### config.mk
export PLATFORM = sky130hd
export DESIGN_NAME = sdram_cmd_tracker
export DESIGN_NICKNAME = d
export VERILOG_FILES = /design/src/rtl/sdram_trk_pkg.sv /design/src/rtl/sdram_trk_decode.sv /design/src/rtl/sdram_trk_burst.sv /design/src/rtl/sdram_trk_banks.sv /design/src/rtl/sdram_cmd_tracker.sv
export SDC_FILE = /design/constraint.sdc
export NUM_CORES = 1
export LEC_CHECK = 0
export CORE_UTILIZATION = 50
export CTS_BUF_LIST = sky130_fd_sc_hd__clkbuf_4
export CTS_CLUSTER_SIZE = 16
export DETAILED_ROUTE_END_ITERATION = 10
export GPL_ROUTABILITY_DRIVEN = 0
export HOLD_SLACK_MARGIN = 0.1
export PLACE_DENSITY = 0.77
export SYNTH_ARGS = -nofsm -noshare
export SYNTH_HDL_FRONTEND = slang
export SYNTH_SLANG_ARGS = --single-unit
### constraint.sdc
create_clock -name clk_i -period 6.65 [get_ports clk_i]
set_input_delay 1.6625 -clock clk_i [delete_from_list [all_inputs] [get_ports clk_i]]
set_output_delay 1.6625 -clock clk_i [all_outputs]
set_load 0.05 [all_outputs]
### src/rtl/sdram_trk_pkg.sv
package sdram_trk_pkg;
  typedef enum logic [3:0] {
    CMD_NOP, CMD_DSL, CMD_ACT, CMD_RD, CMD_RDA, CMD_WR, CMD_WRA, CMD_PRE,
    CMD_PALL, CMD_MRS, CMD_REF, CMD_SRE, CMD_SRX, CMD_PDE, CMD_PDX, CMD_NONE
  } cmd_e;
  localparam int unsigned NUM_CMD = 15;
  typedef enum logic [1:0] {PWR_RUN, PWR_DOWN, PWR_SELF} pwr_e;
endpackage

### src/rtl/sdram_trk_decode.sv
module sdram_trk_decode
  import sdram_trk_pkg::*;
(
  input  logic cs_ni,
  input  logic ras_ni,
  input  logic cas_ni,
  input  logic we_ni,
  input  logic ap_i,
  input  logic cke_prev_i,
  input  logic cke_i,
  input  pwr_e pwr_i,
  output cmd_e cmd_o,
  output logic bad_o
);
  cmd_e pat;
  logic pat_bad;

  always_comb begin
    pat_bad = 1'b0;
    if (cs_ni) pat = CMD_DSL;
    else begin
      case ({ras_ni, cas_ni, we_ni})
        3'b111:  pat = CMD_NOP;
        3'b011:  pat = CMD_ACT;
        3'b101:  pat = ap_i ? CMD_RDA : CMD_RD;
        3'b100:  pat = ap_i ? CMD_WRA : CMD_WR;
        3'b010:  pat = ap_i ? CMD_PALL : CMD_PRE;
        3'b000:  pat = CMD_MRS;
        3'b001:  pat = CMD_REF;
        default: begin pat = CMD_NOP; pat_bad = 1'b1; end
      endcase
    end
  end

  always_comb begin
    cmd_o = pat;
    bad_o = pat_bad;
    if (pwr_i != PWR_RUN) begin
      // low-power: only the rising clock enable matters
      bad_o = 1'b0;
      if (!cke_i)                cmd_o = CMD_NONE;
      else if (pwr_i == PWR_DOWN) cmd_o = CMD_PDX;
      else                       cmd_o = CMD_SRX;
    end else if (!cke_prev_i) begin
      cmd_o = CMD_NONE;
      bad_o = 1'b0;
    end else if (!cke_i) begin
      if ((pat == CMD_NOP || pat == CMD_DSL) && !pat_bad) cmd_o = CMD_PDE;
      else if (pat == CMD_REF)                           cmd_o = CMD_SRE;
      else                                               bad_o = 1'b1;
    end
  end
endmodule

### src/rtl/sdram_trk_burst.sv
module sdram_trk_burst #(
  parameter int unsigned BANK_W    = 2,
  parameter int unsigned BL_CODE_W = 2
) (
  input  logic                   clk_i,
  input  logic                   rst_ni,
  input  logic                   tick_i,
  input  logic                   start_i,
  input  logic                   start_ap_i,
  input  logic [BANK_W-1:0]      start_bank_i,
  input  logic                   mrs_i,
  input  logic [BL_CODE_W-1:0]   bl_code_i,
  input  logic [(1<<BANK_W)-1:0] cancel_mask_i,
  output logic                   busy_o,
  output logic                   ap_busy_o,
  output logic [(1<<BANK_W)-1:0] close_mask_o
);
  localparam int unsigned MAX_BL = 1 << ((1 << BL_CODE_W) - 1);
  localparam int unsigned CNT_W  = $clog2(MAX_BL + 1);

  logic [CNT_W-1:0]     cnt_q;
  logic [BL_CODE_W-1:0] code_q;
  logic                 ap_q;
  logic [BANK_W-1:0]    ap_bank_q;
  logic                 close;

  assign busy_o    = (cnt_q != '0);
  assign ap_busy_o = busy_o && ap_q;
  assign close     = tick_i && (cnt_q == CNT_W'(1)) && ap_q;

  always_comb begin
    close_mask_o = '0;
    close_mask_o[ap_bank_q] = close;
  end

  always_ff @(posedge clk_i or negedge rst_ni) begin
    if (!rst_ni) begin
      cnt_q     <= '0;
      code_q    <= '0;
      ap_q      <= 1'b0;
      ap_bank_q <= '0;
    end else begin
      if (mrs_i) code_q <= bl_code_i;
      if (start_i) begin
        cnt_q     <= CNT_W'(1) << code_q;
        ap_q      <= start_ap_i;
        ap_bank_q <= start_bank_i;
      end else begin
        if (tick_i && busy_o) cnt_q <= cnt_q - CNT_W'(1);
        if (close || cancel_mask_i[ap_bank_q]) ap_q <= 1'b0;
      end
    end
  end
endmodule

### src/rtl/sdram_trk_banks.sv
module sdram_trk_banks #(
  parameter int unsigned BANK_W = 2,
  parameter int unsigned ROW_W  = 12
) (
  input  logic                            clk_i,
  input  logic                            rst_ni,
  input  logic                            act_i,
  input  logic [BANK_W-1:0]               act_bank_i,
  input  logic [ROW_W-1:0]                act_row_i,
  input  logic [(1<<BANK_W)-1:0]          close_mask_i,
  output logic [(1<<BANK_W)-1:0]          open_o,
  output logic [(1<<BANK_W)*ROW_W-1:0]    rows_o
);
  localparam int unsigned NUM_BANKS = 1 << BANK_W;

  for (genvar b = 0; b < NUM_BANKS; b++) begin : g_bank
    logic             open_q;
    logic [ROW_W-1:0] row_q;
    logic             hit;
    assign hit = act_i && (act_bank_i == BANK_W'(b));

    always_ff @(posedge clk_i or negedge rst_ni) begin
      if (!rst_ni) begin
        open_q <= 1'b0;
        row_q  <= '0;
      end else if (close_mask_i[b]) begin
        open_q <= 1'b0;
      end else if (hit) begin
        open_q <= 1'b1;
        row_q  <= act_row_i;
      end
    end

    assign open_o[b] = open_q;
    assign rows_o[b*ROW_W +: ROW_W] = row_q;
  end
endmodule

### src/rtl/sdram_cmd_tracker.sv
module sdram_cmd_tracker
  import sdram_trk_pkg::*;
#(
  parameter int unsigned ROW_W     = 12,
  parameter int unsigned COL_W     = 9,
  parameter int unsigned BANK_W    = 2,
  parameter int unsigned AP_BIT    = 10,
  parameter int unsigned BL_CODE_W = 2
) (
  input  logic                            clk_i,
  input  logic                            rst_ni,
  input  logic                            cke_i,
  input  logic                            cs_ni,
  input  logic                            ras_ni,
  input  logic                            cas_ni,
  input  logic                            we_ni,
  input  logic [BANK_W-1:0]               ba_i,
  input  logic [ROW_W-1:0]                addr_i,
  output logic [NUM_CMD-1:0]              cmd_o,
  output logic                            illegal_o,
  output logic [BANK_W-1:0]               bank_o,
  output logic [ROW_W-1:0]                addr_o,
  output logic [(1<<BANK_W)-1:0]          bank_open_o,
  output logic [(1<<BANK_W)*ROW_W-1:0]    bank_row_o
);
  localparam int unsigned NUM_BANKS = 1 << BANK_W;
  localparam logic [ROW_W-1:0] COL_MASK = ROW_W'((1 << COL_W) - 1);

  logic cke_q;
  pwr_e pwr_q, pwr_d;
  cmd_e cmd;
  logic dec_bad, ok, accept, is_rw, tick, busy, ap_busy;
  logic [NUM_BANKS-1:0] open_vec, cancel_mask, burst_close;
  logic [NUM_CMD-1:0]   cmd_oh;

  sdram_trk_decode u_dec (
    .cs_ni(cs_ni), .ras_ni(ras_ni), .cas_ni(cas_ni), .we_ni(we_ni),
    .ap_i(addr_i[AP_BIT]), .cke_prev_i(cke_q), .cke_i(cke_i), .pwr_i(pwr_q),
    .cmd_o(cmd), .bad_o(dec_bad)
  );

  assign tick  = (pwr_q == PWR_RUN) && cke_q;
  assign is_rw = (cmd == CMD_RD) || (cmd == CMD_RDA) || (cmd == CMD_WR) || (cmd == CMD_WRA);

  always_comb begin
    ok = 1'b1;
    case (cmd)
      CMD_ACT:                         ok = !open_vec[ba_i];
      CMD_RD, CMD_RDA, CMD_WR, CMD_WRA: ok = open_vec[ba_i] && !ap_busy;
      CMD_MRS:                         ok = (open_vec == '0) && !addr_i[BL_CODE_W];
      CMD_REF, CMD_SRE:                ok = (open_vec == '0);
      CMD_PDE:                         ok = !busy;
      default:                         ok = 1'b1;
    endcase
  end

  assign accept = ok && !dec_bad && (cmd != CMD_NONE);

  always_comb begin
    cancel_mask = '0;
    if (accept && cmd == CMD_PRE)  cancel_mask[ba_i] = 1'b1;
    if (accept && cmd == CMD_PALL) cancel_mask = '1;
  end

  always_comb begin
    pwr_d = pwr_q;
    if (accept) begin
      case (cmd)
        CMD_PDE:          pwr_d = PWR_DOWN;
        CMD_SRE:          pwr_d = PWR_SELF;
        CMD_PDX, CMD_SRX: pwr_d = PWR_RUN;
        default:          pwr_d = pwr_q;
      endcase
    end
  end

  always_comb begin
    cmd_oh = '0;
    if (cmd != CMD_NONE) cmd_oh[cmd] = 1'b1;
  end

  sdram_trk_burst #(.BANK_W(BANK_W), .BL_CODE_W(BL_CODE_W)) u_burst (
    .clk_i(clk_i), .rst_ni(rst_ni), .tick_i(tick),
    .start_i(accept && is_rw),
    .start_ap_i(cmd == CMD_RDA || cmd == CMD_WRA),
    .start_bank_i(ba_i),
    .mrs_i(accept && cmd == CMD_MRS),
    .bl_code_i(addr_i[BL_CODE_W-1:0]),
    .cancel_mask_i(cancel_mask),
    .busy_o(busy), .ap_busy_o(ap_busy), .close_mask_o(burst_close)
  );

  sdram_trk_banks #(.BANK_W(BANK_W), .ROW_W(ROW_W)) u_banks (
    .clk_i(clk_i), .rst_ni(rst_ni),
    .act_i(accept && cmd == CMD_ACT), .act_bank_i(ba_i), .act_row_i(addr_i),
    .close_mask_i(cancel_mask | burst_close),
    .open_o(open_vec), .rows_o(bank_row_o)
  );

  assign bank_open_o = open_vec;

  always_ff @(posedge clk_i or negedge rst_ni) begin
    if (!rst_ni) begin
      cke_q     <= 1'b1;
      pwr_q     <= PWR_RUN;
      cmd_o     <= '0;
      illegal_o <= 1'b0;
      bank_o    <= '0;
      addr_o    <= '0;
    end else begin
      cke_q     <= cke_i;
      pwr_q     <= pwr_d;
      cmd_o     <= cmd_oh;
      illegal_o <= (cmd != CMD_NONE) && !accept;
      bank_o    <= ba_i;
      addr_o    <= is_rw ? (addr_i & COL_MASK) : addr_i;
    end
  end
endmodule

# ---- Word-level counts from Yosys, hierarchy flattened
# Cells that the tools add are included.
dict set report totals {
  ff_bits 94
  output_inout_bits 82
}
dict set report classes {
  add_sub_neg 1
  order_cmp 6
  eq_ne 27
  n_shift 1
  muxes 47
  n_bitwise 6
  reduce_logical 59
}
# cell count
set op_table {}
lappend op_table {{$mux W4} 12}
lappend op_table {{$eq A4 B4 Y1 const B} 8}
lappend op_table {{$pmux W4 S6} 1}
lappend op_table {{$logic_and A1 B1 Y1} 23}
lappend op_table {{$mux W1} 22}
lappend op_table {{$eq A4 B3 Y1 const B} 4}
lappend op_table {{$mux W15} 1}
lappend op_table {{$reduce_bool A2 Y1} 7}
lappend op_table {{$mux W12} 1}
lappend op_table {{$reduce_and A2 Y1} 5}
lappend op_table {{$eq A3 B3 Y1 const B} 3}
lappend op_table {{$eq A4 B1 Y1 const B} 2}
lappend op_table {{$eq A4 B2 Y1 const B} 2}
lappend op_table {{$logic_not A4 Y1} 2}
lappend op_table {{$logic_not A1 Y1} 7}
lappend op_table {{$reduce_or A7 Y1} 1}
lappend op_table {{$eq A3 B2 Y1 const B} 2}
lappend op_table {{$logic_or A1 B1 Y1} 6}
lappend op_table {{$lt A2 B3 Y1 const B} 2}
lappend op_table {{$pmux W2 S3} 1}
lappend op_table {{$lt A4 B5 Y1 const B} 1}
lappend op_table {{$pmux W1 S5} 1}
lappend op_table {{$and A4 B4 Y4} 1}
lappend op_table {{$bmux W1 S2} 2}
lappend op_table {{20 further kinds} 30}

# ---- Longest topological paths before layout
# Gate-level depths: netlist (run 1).
dict set report depth {
  ltp_word 23
  depth_mapped 10
  ltp_nobuf 9
}

# ---- Cells and area by module
# From an unflattened synthesis (run 1), not the netlist that was laid out.
dict set report unflattened {
  cells_unflattened 314
  hier_area_um2 4195.3
}
# module n_inst cells_each area_each_um2 seq_area_each_um2
set modules_own_cells {}
lappend modules_own_cells {sdram_trk_banks 1 123 2119.5 1301.2}
lappend modules_own_cells {sdram_cmd_tracker 1 106 1290.0 827.0}
lappend modules_own_cells {sdram_trk_burst 1 52 541.8 225.2}
lappend modules_own_cells {sdram_trk_decode 1 33 244.0 0.0}

# ---- Worst setup path after synthesis (run 1)
# Ideal clock, no wire load.
dict set report synth_path {
  path_kind {input -> register}
  startpoint {in addr_i[10]}
  endpoint {reg u_banks.g_bank[0].row_q[10]}
  setup_time_ps 128
  t_arrival_ps 3905
  required_ps 6522
  setup_slack_ps 2617
  path_stages 8
  path_buffers 1
  cell_sequence {or4bb_1 a31oi_4 a211oi_1 o21ba_1 a311o_2 o2111ai_2 buf_6 mux2_1}
}
dict set report synth_between {
  elab_chain_cells 21
}
# item line
set synth_rtl {}
lappend synth_rtl {{start, declared} sdram_cmd_tracker.sv:18} ;# input logic [ROW_W-1:0] addr_i,
lappend synth_rtl {{$mux W4, or another cell as far along} sdram_trk_decode.sv:27} ;# 3'b010: pat = ap_i ? CMD_PALL : CMD_PRE;
lappend synth_rtl {{$pmux W4 S6} sdram_trk_decode.sv:22} ;# case ({ras_ni, cas_ni, we_ni})
lappend synth_rtl {{$mux W4} sdram_trk_decode.sv:20} ;# if (cs_ni) pat = CMD_DSL;
lappend synth_rtl {{$eq A4 B1 Y1 / $logic_not A4 Y1 (equally long branches)} sdram_trk_decode.sv:48} ;# if ((pat == CMD_NOP || pat == CMD_DSL) && !pat_bad) cmd_o = CMD_PDE;
lappend synth_rtl {{$logic_or A1 B1 Y1} sdram_trk_decode.sv:48}
lappend synth_rtl {{$logic_and A1 B1 Y1} sdram_trk_decode.sv:48}
lappend synth_rtl {{$mux W4} sdram_trk_decode.sv:48}
lappend synth_rtl {{$mux W4} sdram_trk_decode.sv:47} ;# end else if (!cke_i) begin
lappend synth_rtl {{[... 4 more ...]} -}
lappend synth_rtl {{$pmux W1 S5} sdram_cmd_tracker.sv:47} ;# case (cmd)
lappend synth_rtl {{$logic_and A1 B1 Y1 (2 in a row)} sdram_cmd_tracker.sv:57} ;# assign accept = ok && !dec_bad && (cmd != CMD_NONE);
lappend synth_rtl {{$logic_and A1 B1 Y1} sdram_cmd_tracker.sv:61} ;# if (accept && cmd == CMD_PRE) cancel_mask[ba_i] = 1'b1;
lappend synth_rtl {{$mux W4} sdram_cmd_tracker.sv:61}
lappend synth_rtl {{$mux W4} sdram_cmd_tracker.sv:62} ;# if (accept && cmd == CMD_PALL) cancel_mask = '1;
lappend synth_rtl {{$or A4 B4 Y4} sdram_cmd_tracker.sv:96} ;# .close_mask_i(cancel_mask | burst_close),
lappend synth_rtl {{$not A1 Y1 (no line)} -}
lappend synth_rtl {{$reduce_and A2 Y1 (no line)} -}
lappend synth_rtl {{end signal, assigned} sdram_trk_banks.sv:30} ;# row_q <= act_row_i;
lappend synth_rtl {{end, declared} sdram_trk_banks.sv:18} ;# logic [ROW_W-1:0] row_q;
# Parallel ways exist; a longest one is shown, timed or not.
# A chain may end at the register's enable or synchronous reset.

# ---- Final worst setup path (run 1)
dict set report layout_path {
  startpoint {in we_ni}
  endpoint {reg u_banks.g_bank[3].row_q[0]}
}
dict set report layout_between {
  elab_chain_cells 21
}
# item line
set layout_rtl {}
lappend layout_rtl {{start, declared} sdram_cmd_tracker.sv:16} ;# input logic we_ni,
lappend layout_rtl {{$eq A3 B1 Y1, or another cell as far along} sdram_trk_decode.sv:22}
lappend layout_rtl {{$pmux W4 S6 / $reduce_or A7 Y1 (equally long branches)} -}
lappend layout_rtl {{$mux W4 / $mux W1 (equally long branches)} {sdram_trk_decode.sv:20, sdram_trk_decode.sv:22}}
lappend layout_rtl {{$eq A4 B1 Y1, or another cell as far along} sdram_trk_decode.sv:48}
lappend layout_rtl {{$logic_or A1 B1 Y1 / $logic_not A1 Y1 (equally long branches)} sdram_trk_decode.sv:48}
lappend layout_rtl {{$logic_and A1 B1 Y1} sdram_trk_decode.sv:48}
lappend layout_rtl {{$mux W4} sdram_trk_decode.sv:48}
lappend layout_rtl {{$mux W4} sdram_trk_decode.sv:47}
lappend layout_rtl {{[... 4 more ...]} -}
lappend layout_rtl {{$pmux W1 S5} sdram_cmd_tracker.sv:47}
lappend layout_rtl {{$logic_and A1 B1 Y1 (2 in a row)} sdram_cmd_tracker.sv:57}
lappend layout_rtl {{$logic_and A1 B1 Y1} sdram_cmd_tracker.sv:61}
lappend layout_rtl {{$mux W4} sdram_cmd_tracker.sv:61}
lappend layout_rtl {{$mux W4} sdram_cmd_tracker.sv:62}
lappend layout_rtl {{$or A4 B4 Y4} sdram_cmd_tracker.sv:96}
lappend layout_rtl {{$not A1 Y1 (no line)} -}
lappend layout_rtl {{$reduce_and A2 Y1 (no line) *} -}
lappend layout_rtl {{end signal, assigned} sdram_trk_banks.sv:30}
lappend layout_rtl {{end, declared} sdram_trk_banks.sv:18}
# Every way passes the cells marked *; elsewhere a longest branch is shown, timed or not.

==> flow_summary.json, run 1 <==
{
  "p_seq_frac": 0.413,
  "dr.max_layer_used": "met4",
  "grt_overflow": 0,
  "synth_warnings": 0,
  "required_ps": 6980,
  "nets": 447,
  "setup_viol": 0,
  "max-clock-path-buffers": 2,
  "synth_top_area_share": 0.550,
  "ant_nets": 0,
  "met3_length_um": 458,
  "seq_area_mm2": 0.00235,
  "synth_edf_count": 0,
  "core_mm2": 0.00822,
  "synth_fp_nets": 351,
  "hold_path.class": "flip-flop to flip-flop",
  "switchingPower_mw": 0.789,
  "synth_top_area_cell": "dfrtp_1",
  "timing.final.ws_setup_ps": 1730,
  "ys_ff_latch": 94,
  "p_int_mw": 1.05,
  "clkTransAtPathRegs_ps": 140,
  "grt_max_degree": 71,
  "start_util": 0.515,
  "final_cell_mix": "101 x clkdlybuf4s50_1, 93 x dfrtp_1, 41 x mux2_1",
  "comb_power_share": 0.429,
  "drtIter0Drc": 177,
  "synth_cell_types": 64,
  "drtPass1Iterations": 5,
  "fillers": 646,
  "power.density_mw_per_mm2": 340,
  "antenna_found_initial": 0,
  "gr-usage-all-layers": 0.224,
  "status": "finished, final reports clean",
  "synth_flop_cell": "dfrtp_1",
  "wl_per_cell_um": 17.4,
  "clkPwrFrac": 0.159,
  "path_buf_inv": 1,
  "htreeDepth": 3,
  "min_period_ps": 4920,
  "rows": 33,
  "crit_family": "compound AO/OA/AOI/OAI gates",
  "cp_max_fo": 14,
  "met1_length_mm": 4.14,
  "crit_type": "input port to flip-flop",
  "post_cts_resize_count": 0,
  "dp_hpwl_mm": 6.61,
  "wl_met2_mm": 4.58,
  "worst_setup_path_end_kind": "flip-flop",
  "place_area_mm2": 0.00526,
  "io-pin-count": 103,
  "worstPathArrival_ps": 5250,
  "post-cts-setup-buffers": 0,
  "hold_viol_final": 0,
  "pre_cts_slack_ps": 1240,
  "worst_pin_slew_ps": 868,
  "worstSkewPairLatency_ps": 450,
  "irDropWorstVdd_uv": 202,
  "root_buffer": "clkbuf_4",
  "critPathSlowestCell": "o2111ai_2",
  "postCtsHoldBufs": 0,
  "fmax_ghz": 0.203,
  "rsz0062_at_grt": "no",
  "routed_via_density": 5.62,
  "design_area_mm2": 0.00539,
  "syn_area_mm2": 0.00423,
  "cts_tree": "done",
  "p_sw_frac": 0.430,
  "drc": 0,
  "drv_cap": 0,
  "multiInputGateArea_mm2": 0.00170,
  "area.growth.synth_to_final_pct": 27.5,
  "wl_mm": 9.31,
  "synthArstFlopShare": 1.00,
  "grt_pass1_wl_mm": 14.8,
  "syn_inst": 328,
  "start_kind": "input port",
  "maxSlewViolCount": 0,
  "syn_area_per_cell_um2": 12.9,
  "finalCritPeriodShare": 0.739,
  "fin_skew_ps": 29.6,
  "die_area_mm2": 0.00883,
  "dieHeight_um": 94.0,
  "die_width_um": 94.0,
  "clock-sinks": 94,
  "vias": 3009,
  "layout_commonest_cell": "clkdlybuf4s50_1",
  "leakagePower_nw": 2.40,
  "max_slew_margin": 0.416,
  "cts_made_buffers": 9,
  "path_cells": "clkdlybuf4s50_1 > or4bb_1 > a31oi_4 > a211oi_1 > o21ba_1 > a311o_2 > o2111ai_2 > mux2_2",
  "slowest_delay_ps": 740,
  "drive_above_1_share": 0.119,
  "portBuffers": 102,
  "yosysSeqAreaShare": 0.557,
  "ff2ff_setup_slack_ps": 3370,
  "fin_setup_tns_ps": 0,
  "grt_pass1_vias": 2908,
  "synth_area_leaders": "dfrtp_1 55%, mux2_1 11%, mux2_2 2.7%, o2111ai_2 1.8%, a21oi_1 1.5%"
}
==> sequential cells by signal (all words and copies together) (netlist names) <==
name / cells
u_burst.ap_bank_q: 2
u_burst.ap_q: 1
pwr_q: 2
u_banks.g_bank.row_q: 48
u_burst.cnt_q: 4
bank_o: 2
u_banks.g_bank.open_q: 4
illegal_o: 1
addr_o: 12
cke_q: 1
u_burst.code_q: 2
cmd_o: 15
==> logic make-up after synthesis <==
kind of cell               share of synthesized area
adders and majority gates                    0.00592
muxes                                          0.164
and+or+nand+nor                                0.106
buffers and inverters                         0.0420
AOI/OAI and AO/OA                              0.117
xor gates and xnor gates                     0.00829
DFF                                            0.557
==> cell usage after synthesis, types with 4 or more instances <==
cell type,number
buf_6,5
and2_1,7
nor3_1,6
mux2_1,41
nand2_1,15
a21oi_1,13
o211ai_1,5
dfrtp_1,93
buf_2,4
clkbuf_1,4
o21ai_0,8
o2111ai_2,5
inv_1,12
mux2_2,10
nor2_1,15
nor2b_1,5
buf_4,5
==> through the flow <==
step | hold slack (ps) | util | std cells | power (mW)
final | 507 | 0.656 | 535 | 1.84
after global routing | 529 | 0.656 | 534 | 1.93
after CTS | 512 | 0.656 | 534 | 1.85
after detailed placement | 481 | 0.640 | 518 | 1.56
after global placement | 475 | 0.640 | 518 | 1.54
after floorplan | 526 | - | 328 | 1.30
==> final timing paths <==
check	startpoint	cells past startpoint	to
min reg2reg	u_banks.g_bank[2].row_q[10]	1	u_banks.g_bank[2].row_q[10]
max in group asynchronous	rst_ni	2	cmd_o[4]
min	u_banks.g_bank[2].row_q[10]	1	u_banks.g_bank[2].row_q[10]
max reg2reg	cke_q	6	u_banks.g_bank[3].row_q[0]
min in group asynchronous	rst_ni	1	addr_o[6]
max	we_ni	8	u_banks.g_bank[3].row_q[0]
==> layout make-up <==
class / count / area share
flip-flops and latches: 94 / 0.436
multi-input cells: 203 / 0.315
repair buffers: 104 / 0.192
well taps: 105 / 0.0244
clock buffers: 10 / 0.0139
clock inverters: 6 / 0.0102
inverters: 12 / 0.00835
diodes: 1 / 0.000464
==> metal layers <==
layer  GRT usage  vias up
met1       0.299     1511
li1            -     1381
met4      0.0692        0
met5           0        -
met3      0.0542       18
met2       0.362       99
==> power by group through the flow <==
stage	Sequential, mW	Combinational, mW	Clock (mW)
finish	0.758	0.787	0.291
global route	0.774	0.829	0.324
CTS	0.758	0.792	0.300
detailed placement	0.769	0.789	0
global placement	0.762	0.779	0
floorplan	1.02	0.278	0
Note: power is estimated with default switching activity, not from simulation.
==> run 2, diff against run 1 <==
Settings changed: CORE_UTILIZATION 50 to 46, PLACE_DENSITY 0.77 to 0.74.
Clock period 6.65 ns to 4.38 ns, I/O delays scaled along.
==> flow_summary.json, run 2 (synthesis gave the netlist of run 1 again) <==
{
  "hold_path.class": "flip-flop to flip-flop",
  "diodes": 0,
  "leakagePower_nw": 2.53,
  "clock-sinks": 94,
  "cts_tree": "done",
  "postCtsHoldBufs": 0,
  "fillers": 699,
  "stdcell_count": 555,
  "utilization": 0.638,
  "core_mm2": 0.00881,
  "drc": 3,
  "max-clock-path-buffers": 2,
  "die_width_um": 97.9,
  "area.growth.synth_to_final_pct": 32.9,
  "p_sw_frac": 0.404,
  "place_area_mm2": 0.00543,
  "maxSlewViolCount": 0,
  "path_cells": "clkdlybuf4s50_1 > or4b_4 > o31a_1 > o22a_1 > a32o_1 > a311o_2 > o2111ai_2 > buf_4 > mux2_1",
  "finalCritPeriodShare": 0.869,
  "status": "finished with violations",
  "switchingPower_mw": 1.19,
  "root_buffer": "clkbuf_4",
  "final_cell_mix": "101 x clkdlybuf4s50_1, 93 x dfrtp_1, 41 x mux2_1",
  "cp_max_fo": 14,
  "power.density_mw_per_mm2": 526,
  "max_slew_margin": 0.453,
  "required_ps": 4710,
  "hold_viol_final": 0,
  "htreeDepth": 3,
  "dp.cells": 540,
  "critPathSlowestCell": "or4b_4",
  "clkPwrFrac": 0.199,
  "layout_commonest_cell": "clkdlybuf4s50_1",
  "drive_above_1_share": 0.154,
  "fin_setup_tns_ps": 0,
  "post-cts-setup-buffers": 0,
  "grt_pass1_vias": 3089,
  "vias": 3091,
  "start_kind": "input port",
  "io-pin-count": 103,
  "drtIter0Drc": 213,
  "cts_made_buffers": 9,
  "gr-usage-all-layers": 0.217,
  "worstPathArrival_ps": 4140,
  "drtPass1Iterations": 10,
  "wl_per_cell_um": 17.7,
  "start_util": 0.480,
  "largest_register_ffs": 48,
  "post_cts_resize_count": 0,
  "dieHeight_um": 97.9,
  "comb_power_share": 0.411,
  "routed_via_density": 5.57,
  "slowest_delay_ps": 590,
  "antenna_found_initial": 0,
  "fin_hold_ws_ps": 507,
  "portBuffers": 102,
  "die_area_mm2": 0.00958,
  "irDropWorstVdd_uv": 290,
  "fmax_ghz": 0.263,
  "drv_cap": 0,
  "min_period_ps": 3810,
  "worst_pin_slew_ps": 821,
  "largest_registers": "u_banks.g_bank.row_q: 48 flops, cmd_o: 15 flops, addr_o: 12 flops",
  "grt_overflow": 0,
  "rsz0062_at_grt": "no",
  "nets": 466,
  "top_register": "u_banks.g_bank.row_q",
  "grt_pass1_wl_mm": 16.2,
  "rows": 34,
  "p_int_mw": 1.76,
  "worstSkewPairLatency_ps": 440,
  "design_area_mm2": 0.00562,
  "crit_type": "input port to flip-flop",
  "p_seq_frac": 0.390,
  "clkTransAtPathRegs_ps": 150,
  "setup_viol": 0,
  "grt_max_degree": 67,
  "ant_nets": 0,
  "fin_skew_ps": 14.8,
  "worst_setup_path_end_kind": "flip-flop",
  "dp_hpwl_mm": 7.09,
  "wl_mm": 9.81,
  "violations": "DRC"
}
[run 2: changes by cell type in the layout (fill, tap and decap cells not counted), sizes merged]
cell	change
buf	+19
bufinv	+3
clkinvlp	-2
clkbuf	-1
diode	-1
inv	-1
[run 2: critical path: cells and delay by family]
family | cells | cell delay, ps
simple gates | 1 | 590
mux | 1 | 350
buf+inv | 2 | 750
compound gates | 5 | 1340
[run 2: worst paths after layout]
check | start | to | slack, ps | cells past startpoint
min | u_banks.g_bank[1].row_q[9] | u_banks.g_bank[1].row_q[9] | 510 | 1
max in group asynchronous | rst_ni | addr_o[4] | 2750 | 2
max | ras_ni | u_banks.g_bank[0].row_q[6] | 570 | 9
min reg2reg | u_banks.g_bank[1].row_q[9] | u_banks.g_bank[1].row_q[9] | 510 | 1
max reg2reg | cke_q | u_banks.g_bank[0].row_q[6] | 1400 | 8
min in group asynchronous | rst_ni | cmd_o[9] | 740 | 1
[run 2: cell type report]
cell class,count,area [um2],area share
Tap cell,108,135,0.0240
Sequential cell,94,2350,0.419
Clock buffer,9,67.6,0.0120
Clock inverter,6,119,0.0212
Timing Repair Buffer,123,1200,0.214
Multi-Input combinational cell,203,1700,0.302
Inverter,12,45.0,0.00802
[run 2: per-layer routing]
| layer | up-vias | routed length [um] | track usage |
|---|---|---|---|
| met1 | 1543 | 4270 | 0.287 |
| met3 | 19 | 531 | 0.0422 |
| met2 | 113 | 4830 | 0.353 |
| met5 | - | 0 | 0 |
| met4 | 0 | 175 | 0.0874 |
| li1 | 1416 | - | - |
[run 2: power groups by stage]
stage / logic (mW) / registers (mW) / clock network (mW)
global route: 1.27 / 1.18 / 0.643
finish: 1.21 / 1.15 / 0.590
detailed placement: 1.22 / 1.17 / 0
CTS: 1.22 / 1.15 / 0.604
global placement: 1.20 / 1.16 / 0
floorplan: 0.423 / 1.56 / 0
[run 2: through the flow]
step	worst slack, ps	total power, mW
2_1_floorplan	914	1.98
3_3_place_gp	223	2.36
3_5_place_dp	112	2.38
4_1_cts	600	2.98
5_1_grt	470	3.09
6_report	573	2.96
